`config.mk`:
```
export PLATFORM = sky130hd
export DESIGN_NAME = contour_moment_unit
export DESIGN_NICKNAME = d
export VERILOG_FILES = /design/src/rtl/cmu_pkg.sv /design/src/rtl/cmu_accum.sv /design/src/rtl/cmu_divider.sv /design/src/rtl/cmu_post.sv /design/src/rtl/contour_moment_unit.sv
export SDC_FILE = /design/constraint.sdc
export NUM_CORES = 2
export LEC_CHECK = 0
export ABC_CLOCK_PERIOD_IN_PS = 12500
export CORE_AREA = 2 2 324 326
export DETAILED_ROUTE_END_ITERATION = 10
export DIE_AREA = 0 0 326 328
export PLACE_DENSITY = 0.72
export SKIP_LAST_GASP = 1
export SYNTH_ARGS = -nofsm -noshare
export SYNTH_HDL_FRONTEND = slang
export SYNTH_HIERARCHICAL = 1
export SYNTH_SLANG_ARGS = --single-unit
```
`constraint.sdc`:
```
create_clock -name clk -period 12.5 [get_ports clk]
set_input_delay 2.5 -clock clk [delete_from_list [all_inputs] [get_ports clk]]
set_output_delay 2.5 -clock clk [all_outputs]
set_load 0.02 [all_outputs]
```
`src/rtl/cmu_pkg.sv`:
```
package cmu_pkg;
  typedef enum logic [2:0] {
    ST_ACC,
    ST_DIV,
    ST_SQ,
    ST_SUB,
    ST_OUT
  } cmu_state_t;

  localparam int unsigned NUM_DIV = 5;
endpackage

```
`src/rtl/cmu_accum.sv`:
```
module cmu_accum #(
  parameter int XW = 9,
  parameter int YW = 8,
  parameter int NW = 17
) (
  input  logic                   clk,
  input  logic                   rst_n,
  input  logic                   beat_i,
  input  logic                   clr_i,
  input  logic [XW-1:0]          x_i,
  input  logic [YW-1:0]          y_i,
  output logic                   empty_o,
  output logic [NW-1:0]          n_o,
  output logic [XW+NW-1:0]       sx_o,
  output logic [YW+NW-1:0]       sy_o,
  output logic [2*XW+NW-1:0]     sxx_o,
  output logic [2*YW+NW-1:0]     syy_o,
  output logic [XW+YW+NW-1:0]    sxy_o
);
  localparam int SXW  = XW + NW;
  localparam int SYW  = YW + NW;
  localparam int SXXW = 2 * XW + NW;
  localparam int SYYW = 2 * YW + NW;
  localparam int SXYW = XW + YW + NW;

  logic fresh;

  logic [SXXW-1:0] xx_term;
  logic [SYYW-1:0] yy_term;
  logic [SXYW-1:0] xy_term;

  assign xx_term = SXXW'(x_i) * SXXW'(x_i);
  assign yy_term = SYYW'(y_i) * SYYW'(y_i);
  assign xy_term = SXYW'(x_i) * SXYW'(y_i);

  always_ff @(posedge clk or negedge rst_n) begin
    if (!rst_n) begin
      fresh <= 1'b1;
      n_o   <= '0;
      sx_o  <= '0;
      sy_o  <= '0;
      sxx_o <= '0;
      syy_o <= '0;
      sxy_o <= '0;
    end else if (clr_i) begin
      fresh <= 1'b1;
    end else if (beat_i) begin
      fresh <= 1'b0;
      if (fresh) begin
        n_o   <= NW'(1);
        sx_o  <= SXW'(x_i);
        sy_o  <= SYW'(y_i);
        sxx_o <= xx_term;
        syy_o <= yy_term;
        sxy_o <= xy_term;
      end else begin
        n_o   <= n_o + NW'(1);
        sx_o  <= sx_o + SXW'(x_i);
        sy_o  <= sy_o + SYW'(y_i);
        sxx_o <= sxx_o + xx_term;
        syy_o <= syy_o + yy_term;
        sxy_o <= sxy_o + xy_term;
      end
    end
  end

  assign empty_o = fresh;

  AST_NO_OVERFLOW: assert property (@(posedge clk) disable iff (!rst_n)
    (beat_i && !fresh && !clr_i) |-> (n_o != {NW{1'b1}}));

  AST_FIRST_BEAT_RESTART: assert property (@(posedge clk) disable iff (!rst_n)
    (beat_i && fresh && !clr_i) |=> (n_o == NW'(1)));
endmodule

```
`src/rtl/cmu_divider.sv`:
```
module cmu_divider #(
  parameter int DVW = 43,
  parameter int NW  = 17
) (
  input  logic           clk,
  input  logic           rst_n,
  input  logic           start_i,
  input  logic [DVW-1:0] dividend_i,
  input  logic [NW-1:0]  divisor_i,
  output logic           done_o,
  output logic [DVW-1:0] quot_o
);
  localparam int CTW = $clog2(DVW + 1);

  logic [NW-1:0]  rem;
  logic [CTW-1:0] cnt;
  logic [NW:0]    rem_sh;
  logic           take;
  logic [NW:0]    rem_sub;

  assign rem_sh  = {rem, quot_o[DVW-1]};
  assign take    = (rem_sh >= {1'b0, divisor_i});
  assign rem_sub = rem_sh - {1'b0, divisor_i};

  always_ff @(posedge clk or negedge rst_n) begin
    if (!rst_n) begin
      rem    <= '0;
      cnt    <= '0;
      quot_o <= '0;
      done_o <= 1'b0;
    end else begin
      done_o <= 1'b0;
      if (start_i) begin
        quot_o <= dividend_i;
        rem    <= '0;
        cnt    <= CTW'(DVW);
      end else if (cnt != '0) begin
        rem    <= take ? rem_sub[NW-1:0] : rem_sh[NW-1:0];
        quot_o <= {quot_o[DVW-2:0], take};
        cnt    <= cnt - CTW'(1);
        done_o <= (cnt == CTW'(1));
      end
    end
  end

  AST_DIV_REM_BELOW: assert property (@(posedge clk) disable iff (!rst_n)
    done_o |-> (rem < divisor_i));

  AST_DIV_NONZERO: assert property (@(posedge clk) disable iff (!rst_n)
    start_i |-> (divisor_i != '0));
endmodule

```
`src/rtl/cmu_post.sv`:
```
module cmu_post
  import cmu_pkg::*;
#(
  parameter int XW   = 9,
  parameter int YW   = 8,
  parameter int NW   = 17,
  parameter int FRAC = 8
) (
  input  logic                        clk,
  input  logic                        rst_n,
  input  logic                        marker_i,
  input  logic                        empty_i,
  input  logic [NW-1:0]               n_i,
  input  logic [XW+NW-1:0]            sx_i,
  input  logic [YW+NW-1:0]            sy_i,
  input  logic [2*XW+NW-1:0]          sxx_i,
  input  logic [2*YW+NW-1:0]          syy_i,
  input  logic [XW+YW+NW-1:0]         sxy_i,
  output logic                        div_start_o,
  output logic [2*((XW > YW) ? XW : YW)+NW+FRAC-1:0] div_dividend_o,
  input  logic                        div_done_i,
  input  logic [2*((XW > YW) ? XW : YW)+NW+FRAC-1:0] div_quot_i,
  output logic                        in_ready_o,
  output logic                        clr_o,
  output logic                        out_valid_o,
  input  logic                        out_ready_i,
  output logic [NW-1:0]               count_o,
  output logic [XW+FRAC-1:0]          mean_x_o,
  output logic [YW+FRAC-1:0]          mean_y_o,
  output logic [2*XW+FRAC-1:0]        mxx_o,
  output logic [2*YW+FRAC-1:0]        myy_o,
  output logic [XW+YW+FRAC:0]         mxy_o
);
  localparam int CW   = (XW > YW) ? XW : YW;
  localparam int DVW  = 2 * CW + NW + FRAC;
  localparam int MXW  = XW + FRAC;
  localparam int MYW  = YW + FRAC;
  localparam int VXW  = 2 * XW + FRAC;
  localparam int VYW  = 2 * YW + FRAC;
  localparam int EXYW = XW + YW + FRAC;
  localparam int CVW  = EXYW + 1;
  localparam logic [2:0] LAST_OP = 3'(NUM_DIV - 1);

  cmu_state_t state;
  logic [2:0] op;
  logic       go;

  logic [MXW-1:0]  q_mx;
  logic [MYW-1:0]  q_my;
  logic [VXW-1:0]  q_exx;
  logic [VYW-1:0]  q_eyy;
  logic [EXYW-1:0] q_exy;

  logic [VXW-1:0]  sq_xx;
  logic [VYW-1:0]  sq_yy;
  logic [EXYW-1:0] sq_xy;

  logic quot_fits;

  // Dividend selection: each raw sum is scaled by 2^FRAC before division.
  always_comb begin
    case (op)
      3'd0:    div_dividend_o = DVW'({sx_i,  {FRAC{1'b0}}});
      3'd1:    div_dividend_o = DVW'({sy_i,  {FRAC{1'b0}}});
      3'd2:    div_dividend_o = DVW'({sxx_i, {FRAC{1'b0}}});
      3'd3:    div_dividend_o = DVW'({syy_i, {FRAC{1'b0}}});
      3'd4:    div_dividend_o = DVW'({sxy_i, {FRAC{1'b0}}});
      default: div_dividend_o = '0;
    endcase
  end

  always_comb begin
    case (op)
      3'd0:    quot_fits = ((div_quot_i >> MXW)  == '0);
      3'd1:    quot_fits = ((div_quot_i >> MYW)  == '0);
      3'd2:    quot_fits = ((div_quot_i >> VXW)  == '0);
      3'd3:    quot_fits = ((div_quot_i >> VYW)  == '0);
      default: quot_fits = ((div_quot_i >> EXYW) == '0);
    endcase
  end

  assign div_start_o = go;
  assign in_ready_o  = (state == ST_ACC);
  assign clr_o       = (state == ST_OUT) && out_ready_i;

  always_ff @(posedge clk or negedge rst_n) begin
    if (!rst_n) begin
      state       <= ST_ACC;
      op          <= '0;
      go          <= 1'b0;
      q_mx        <= '0;
      q_my        <= '0;
      q_exx       <= '0;
      q_eyy       <= '0;
      q_exy       <= '0;
      sq_xx       <= '0;
      sq_yy       <= '0;
      sq_xy       <= '0;
      out_valid_o <= 1'b0;
      count_o     <= '0;
      mean_x_o    <= '0;
      mean_y_o    <= '0;
      mxx_o       <= '0;
      myy_o       <= '0;
      mxy_o       <= '0;
    end else begin
      go <= 1'b0;
      case (state)
        ST_ACC: begin
          if (marker_i && !empty_i) begin
            state <= ST_DIV;
            op    <= '0;
            go    <= 1'b1;
          end
        end
        ST_DIV: begin
          if (div_done_i) begin
            case (op)
              3'd0:    q_mx  <= div_quot_i[MXW-1:0];
              3'd1:    q_my  <= div_quot_i[MYW-1:0];
              3'd2:    q_exx <= div_quot_i[VXW-1:0];
              3'd3:    q_eyy <= div_quot_i[VYW-1:0];
              default: q_exy <= div_quot_i[EXYW-1:0];
            endcase
            if (op == LAST_OP) begin
              state <= ST_SQ;
            end else begin
              op <= op + 3'd1;
              go <= 1'b1;
            end
          end
        end
        ST_SQ: begin
          // Means are squared once here and reused by the subtract stage.
          sq_xx <= VXW'(({{MXW{1'b0}}, q_mx} * {{MXW{1'b0}}, q_mx}) >> FRAC);
          sq_yy <= VYW'(({{MYW{1'b0}}, q_my} * {{MYW{1'b0}}, q_my}) >> FRAC);
          sq_xy <= EXYW'(({{MYW{1'b0}}, q_mx} * {{MXW{1'b0}}, q_my}) >> FRAC);
          state <= ST_SUB;
        end
        ST_SUB: begin
          count_o     <= n_i;
          mean_x_o    <= q_mx;
          mean_y_o    <= q_my;
          mxx_o       <= q_exx - sq_xx;
          myy_o       <= q_eyy - sq_yy;
          mxy_o       <= CVW'($signed({1'b0, q_exy}) - $signed({1'b0, sq_xy}));
          out_valid_o <= 1'b1;
          state       <= ST_OUT;
        end
        ST_OUT: begin
          if (out_ready_i) begin
            out_valid_o <= 1'b0;
            state       <= ST_ACC;
          end
        end
        default: state <= ST_ACC;
      endcase
    end
  end

  AST_QUOT_IN_RANGE: assert property (@(posedge clk) disable iff (!rst_n)
    (state == ST_DIV && div_done_i) |-> quot_fits);

  AST_MOMENT_NONNEG: assert property (@(posedge clk) disable iff (!rst_n)
    (state == ST_SUB) |-> ((q_exx >= sq_xx) && (q_eyy >= sq_yy)));

  AST_DIV_ONLY_WHEN_BUSY: assert property (@(posedge clk) disable iff (!rst_n)
    div_done_i |-> (state == ST_DIV));
endmodule

```
`src/rtl/contour_moment_unit.sv`:
```
module contour_moment_unit #(
  parameter int XW   = 9,
  parameter int YW   = 8,
  parameter int NW   = 17,
  parameter int FRAC = 8
) (
  input  logic                     clk,
  input  logic                     rst_n,
  input  logic                     in_valid,
  output logic                     in_ready,
  input  logic [XW-1:0]            in_x,
  input  logic [YW-1:0]            in_y,
  input  logic                     in_last,
  output logic                     out_valid,
  input  logic                     out_ready,
  output logic [NW-1:0]            out_count,
  output logic [XW+FRAC-1:0]       out_mean_x,
  output logic [YW+FRAC-1:0]       out_mean_y,
  output logic [2*XW+FRAC-1:0]     out_mxx,
  output logic [2*YW+FRAC-1:0]     out_myy,
  output logic [XW+YW+FRAC:0]      out_mxy
);
  localparam int CW  = (XW > YW) ? XW : YW;
  localparam int DVW = 2 * CW + NW + FRAC;

  logic                  beat;
  logic                  marker;
  logic                  clr;
  logic                  empty;
  logic [NW-1:0]         n_cnt;
  logic [XW+NW-1:0]      sum_x;
  logic [YW+NW-1:0]      sum_y;
  logic [2*XW+NW-1:0]    sum_xx;
  logic [2*YW+NW-1:0]    sum_yy;
  logic [XW+YW+NW-1:0]   sum_xy;
  logic                  div_start;
  logic                  div_done;
  logic [DVW-1:0]        div_dividend;
  logic [DVW-1:0]        div_quot;

  assign beat   = in_valid && in_ready && !in_last;
  assign marker = in_valid && in_ready && in_last;

  cmu_accum #(.XW(XW), .YW(YW), .NW(NW)) u_accum (
    .clk     (clk),
    .rst_n   (rst_n),
    .beat_i  (beat),
    .clr_i   (clr),
    .x_i     (in_x),
    .y_i     (in_y),
    .empty_o (empty),
    .n_o     (n_cnt),
    .sx_o    (sum_x),
    .sy_o    (sum_y),
    .sxx_o   (sum_xx),
    .syy_o   (sum_yy),
    .sxy_o   (sum_xy)
  );

  cmu_divider #(.DVW(DVW), .NW(NW)) u_div (
    .clk        (clk),
    .rst_n      (rst_n),
    .start_i    (div_start),
    .dividend_i (div_dividend),
    .divisor_i  (n_cnt),
    .done_o     (div_done),
    .quot_o     (div_quot)
  );

  cmu_post #(.XW(XW), .YW(YW), .NW(NW), .FRAC(FRAC)) u_post (
    .clk            (clk),
    .rst_n          (rst_n),
    .marker_i       (marker),
    .empty_i        (empty),
    .n_i            (n_cnt),
    .sx_i           (sum_x),
    .sy_i           (sum_y),
    .sxx_i          (sum_xx),
    .syy_i          (sum_yy),
    .sxy_i          (sum_xy),
    .div_start_o    (div_start),
    .div_dividend_o (div_dividend),
    .div_done_i     (div_done),
    .div_quot_i     (div_quot),
    .in_ready_o     (in_ready),
    .clr_o          (clr),
    .out_valid_o    (out_valid),
    .out_ready_i    (out_ready),
    .count_o        (out_count),
    .mean_x_o       (out_mean_x),
    .mean_y_o       (out_mean_y),
    .mxx_o          (out_mxx),
    .myy_o          (out_myy),
    .mxy_o          (out_mxy)
  );

  AST_STALL_WHILE_PENDING: assert property (@(posedge clk) disable iff (!rst_n)
    out_valid |-> !in_ready);

  AST_EMPTY_SILENT: assert property (@(posedge clk) disable iff (!rst_n)
    (marker && empty) |=> (in_ready && !out_valid));

  AST_RESULT_HOLD: assert property (@(posedge clk) disable iff (!rst_n)
    (out_valid && !out_ready) |=> (out_valid && $stable(out_count) && $stable(out_mean_x)
      && $stable(out_mean_y) && $stable(out_mxx) && $stable(out_myy) && $stable(out_mxy)));

  AST_SINGLE_PIXEL_ZERO: assert property (@(posedge clk) disable iff (!rst_n)
    (out_valid && out_count == NW'(1)) |-> (out_mxx == '0 && out_myy == '0 && out_mxy == '0));

  AST_MARKER_NOT_COUNTED: assert property (@(posedge clk) disable iff (!rst_n)
    (marker && !empty) |=> $stable(n_cnt));
endmodule

```
==> flow_metrics.tcl <==
set metrics [dict create \
    grt_usage_pct 29.8 \
    clock_latency_ns 0.65 \
    syn_to_final_growth_pct 8.32 \
    ctsLongestPathBuffers 3 \
    setup_tns_ns 0 \
    synth_top_flop_cell "dfrtp_1" \
    overflow 0 \
    yosys_warnings 6 \
    ant_nets 0 \
    grt_max_degree 211 \
    worstSetupPathType "input pin to register" \
    cts-hold-fix-buffers 0 \
    ioPinCount 150 \
    power.static_leakage_uw 0.0342 \
    worstSetupStartpointType "input pin" \
    maxCapViolCount 0 \
    cts_resized 0 \
    final_common_cell "inv_1" \
    place.gp.congestion 0.889 \
    clock.fmax_mhz 107 \
    die_area_um2 107000 \
    relSlewSlack_pct 5.93 \
    end_kind "register" \
    drc 0 \
    cp_max_fo 23 \
    arrival_ns 9.79 \
    wire_per_inst_um 19.3 \
    worst_slew_pin_slew_ns 1.41 \
    r2r_start "u_post/q_mx[5]" \
    postLayoutCellArea_um2 65800 \
    layout-drive-gt1-share_pct 5.46 \
    hold_path.class "register to register" \
    max_stage_delay_ns 1.06 \
    final_cell_mix "inv_1, nand2_1, fa_1" \
    reg2regPathDepth 23 \
    ys_async_sr_fraction_pct 100 \
    reg2reg_slack_ns 4.77 \
    status "completed" \
    clock_skew_ns 0.0466 \
    syn_inst 6737 \
    synth_edf_count 0 \
    clk_pin_slew_ns 0.06 \
    row_count 118 \
    fp.dieH_um 328 \
    clock-sinks 555 \
    dr.pass1.iters 6 \
    slowest_stage "clkdlybuf4s50_1" \
    setup_viol 0 \
    place_area_um2 63300 \
    power_density_nw_per_um2 198 \
    start_util_pct 58.9 \
    fin_crit_ns 9.30 \
    cts_max_level 3 \
    peakVddDrop_mv 0.272 \
    period_share_pct 74.4 \
    routed-via-count 46700 \
    fp.coreArea_um2 103000 \
    worstReg2RegEnd "u_post/sq_xx[14]" \
    clock-root-buffer "clkbuf_16" \
    drt_iter0_drc 3138 \
    hpwl_mm 117 \
    cts_setup_buffers 0 \
    numCtsBuffers 69 \
    ys_ff_latch 555 \
    hold_viol 0 \
    maxSlewViolCount 0 \
    finalNetCount 7985 \
    netlist_area_um2 60800 \
    avgSynthCellArea_um2 9.02 \
    cp-endpoint "u_accum/sxx_o[28]" \
    viasPerCell 5.72 \
    antenna_found_initial 8 \
    ys_seq_area_share_pct 22.9 \
    first_global_vias 47700 \
    required_ns 12.99 \
    grt_pass1_wl_mm 254 \
    chipWidth_um 326 \
    port_buffers 149 \
    wirelength_mm 157 \
    crit_start "in_x[6]" \
    cts_tree "yes" \
    synth.distinct_cells 105 \
    rsz0062_at_grt "no" \
]
==> kinds of logic (layout without fill, tap and decap cells) <==
kind of cell	Yosys count	count (layout)	share of synthesized area [%]
mux	203	203	3.62
simple gates	1946	1946	15.1
xor+xnor	310	310	4.47
buf+inv	1363	1395	8.55
fa+ha+maj	1241	1241	33.8
flops	555	555	22.9
other cells	3	12	0.0185
compound gates	1116	1116	11.6
==> critical path: cells and delay by family <==
family | cells | cell delay, ns
buffers and inverters | 6 | 1.59
adder cells (fa/ha/maj) | 6 | 2.82
AO/OA/AOI/OAI | 9 | 1.88
AND/OR/NAND/NOR | 4 | 0.62
XOR/XNOR | 2 | 0.37
==> cell type report <==
type / instances / area, µm²
Multi-Input combinational cell: 4826 / 41700
Fill cell: 8595 / 37400
Sequential cell: 555 / 13900
Inverter: 1061 / 3980
Timing Repair Buffer: 209 / 1980
Clock buffer: 85 / 1880
Tap cell: 1380 / 1730
Clock inverter: 40 / 602
Antenna cell: 2 / 5.00
==> worst min-delay path by stage <==
stage,from,endpoint,slack [ns],cells past startpoint
finish,u_post/mean_y_o[6],u_post/mean_y_o[6],0.48,2
floorplan,u_post/sq_xx[2],u_post/sq_xx[2],0.45,2
detailed placement,u_post/count_o[10],u_post/count_o[10],0.46,2
global route,u_post/count_o[16],u_post/count_o[16],0.49,2
CTS,u_post/mean_y_o[6],u_post/mean_y_o[6],0.48,2
global placement,u_post/mxy_o[3],u_post/mxy_o[3],0.45,2
==> registers in the layout, summed over array words and instances (netlist names), 25 cells and up <==
name / flops
u_accum/sx_o: 26
u_accum/sxx_o: 35
u_accum/sxy_o: 34
u_accum/sy_o: 25
u_accum/syy_o: 33
u_div/quot_o: 43
u_post/mxx_o: 26
u_post/mxy_o: 26
u_post/q_exx: 26
u_post/q_exy: 25
u_post/sq_xx: 26
u_post/sq_xy: 25
==> layer usage <==
metal  part of all wire, %  wire [µm]  up-vias  global-route usage, %
met1                    40      63600    23300                   37.9
met3                   5.6       8730      310                   4.19
met5                     0          0        -                      0
met2                    50      78300     1306                   51.7
li1                      -          -    21800                      -
met4                   4.3       6700        0                   11.5
==> through the flow <==
step	hold slack [ns]	total power [µW]	setup slack, ns	util, %	std cells
after floorplan	0.449	8410	3.96	-	6744
after global placement	0.452	10600	2.73	61.4	8031
after detailed placement	0.463	10800	2.57	61.4	8031
after CTS	0.478	13000	3.24	63.8	8156
after global routing	0.489	14000	2.78	63.8	8156
final	0.475	13000	3.20	63.8	8158
==> report_power, final <==
group / total, µW / switching, µW / internal, µW / leakage [µW]
Clock: 2180 / 882 / 1300 / 0.00120
Sequential: 2890 / 669 / 2230 / 0.00735
Combinational: 7980 / 4740 / 3230 / 0.0256
Total: 13000 / 6290 / 6760 / 0.0342
==> synthesized netlist by cell type (all sizes together) (10+ instances only) <==
| library cell | instances | area share [%] |
|---|---|---|
| a31oi | 50 | 0.54 |
| a21oi | 265 | 2.2 |
| nor3b | 19 | 0.23 |
| or3 | 36 | 0.37 |
| and4 | 13 | 0.19 |
| dfrtp | 554 | 23 |
| nor3 | 64 | 0.53 |
| nand2 | 894 | 5.5 |
| a22oi | 44 | 0.54 |
| o21a | 48 | 0.59 |
| nor2b | 48 | 0.49 |
| buf | 27 | 0.27 |
| nand2b | 27 | 0.28 |
| fa | 666 | 22 |
| mux2 | 128 | 2.4 |
| nand3b | 17 | 0.22 |
| o21bai | 25 | 0.31 |
| a211oi | 45 | 0.59 |
| a211o | 10 | 0.14 |
| xor2 | 135 | 1.9 |
| and3 | 43 | 0.46 |
| and2 | 320 | 3.3 |
| mux2i | 75 | 1.2 |
| clkbuf | 273 | 1.7 |
| o21ai | 369 | 3.1 |
| nand3 | 76 | 0.63 |
| ha | 575 | 12 |
| a222oi | 16 | 0.26 |
| nand4 | 41 | 0.45 |
| a21o | 112 | 1.4 |
| nor2 | 313 | 1.9 |
| xnor2 | 175 | 2.5 |
| o31ai | 26 | 0.34 |
| o211ai | 11 | 0.15 |
| inv | 1059 | 6.5 |
(Power assumes the default switching activity.)
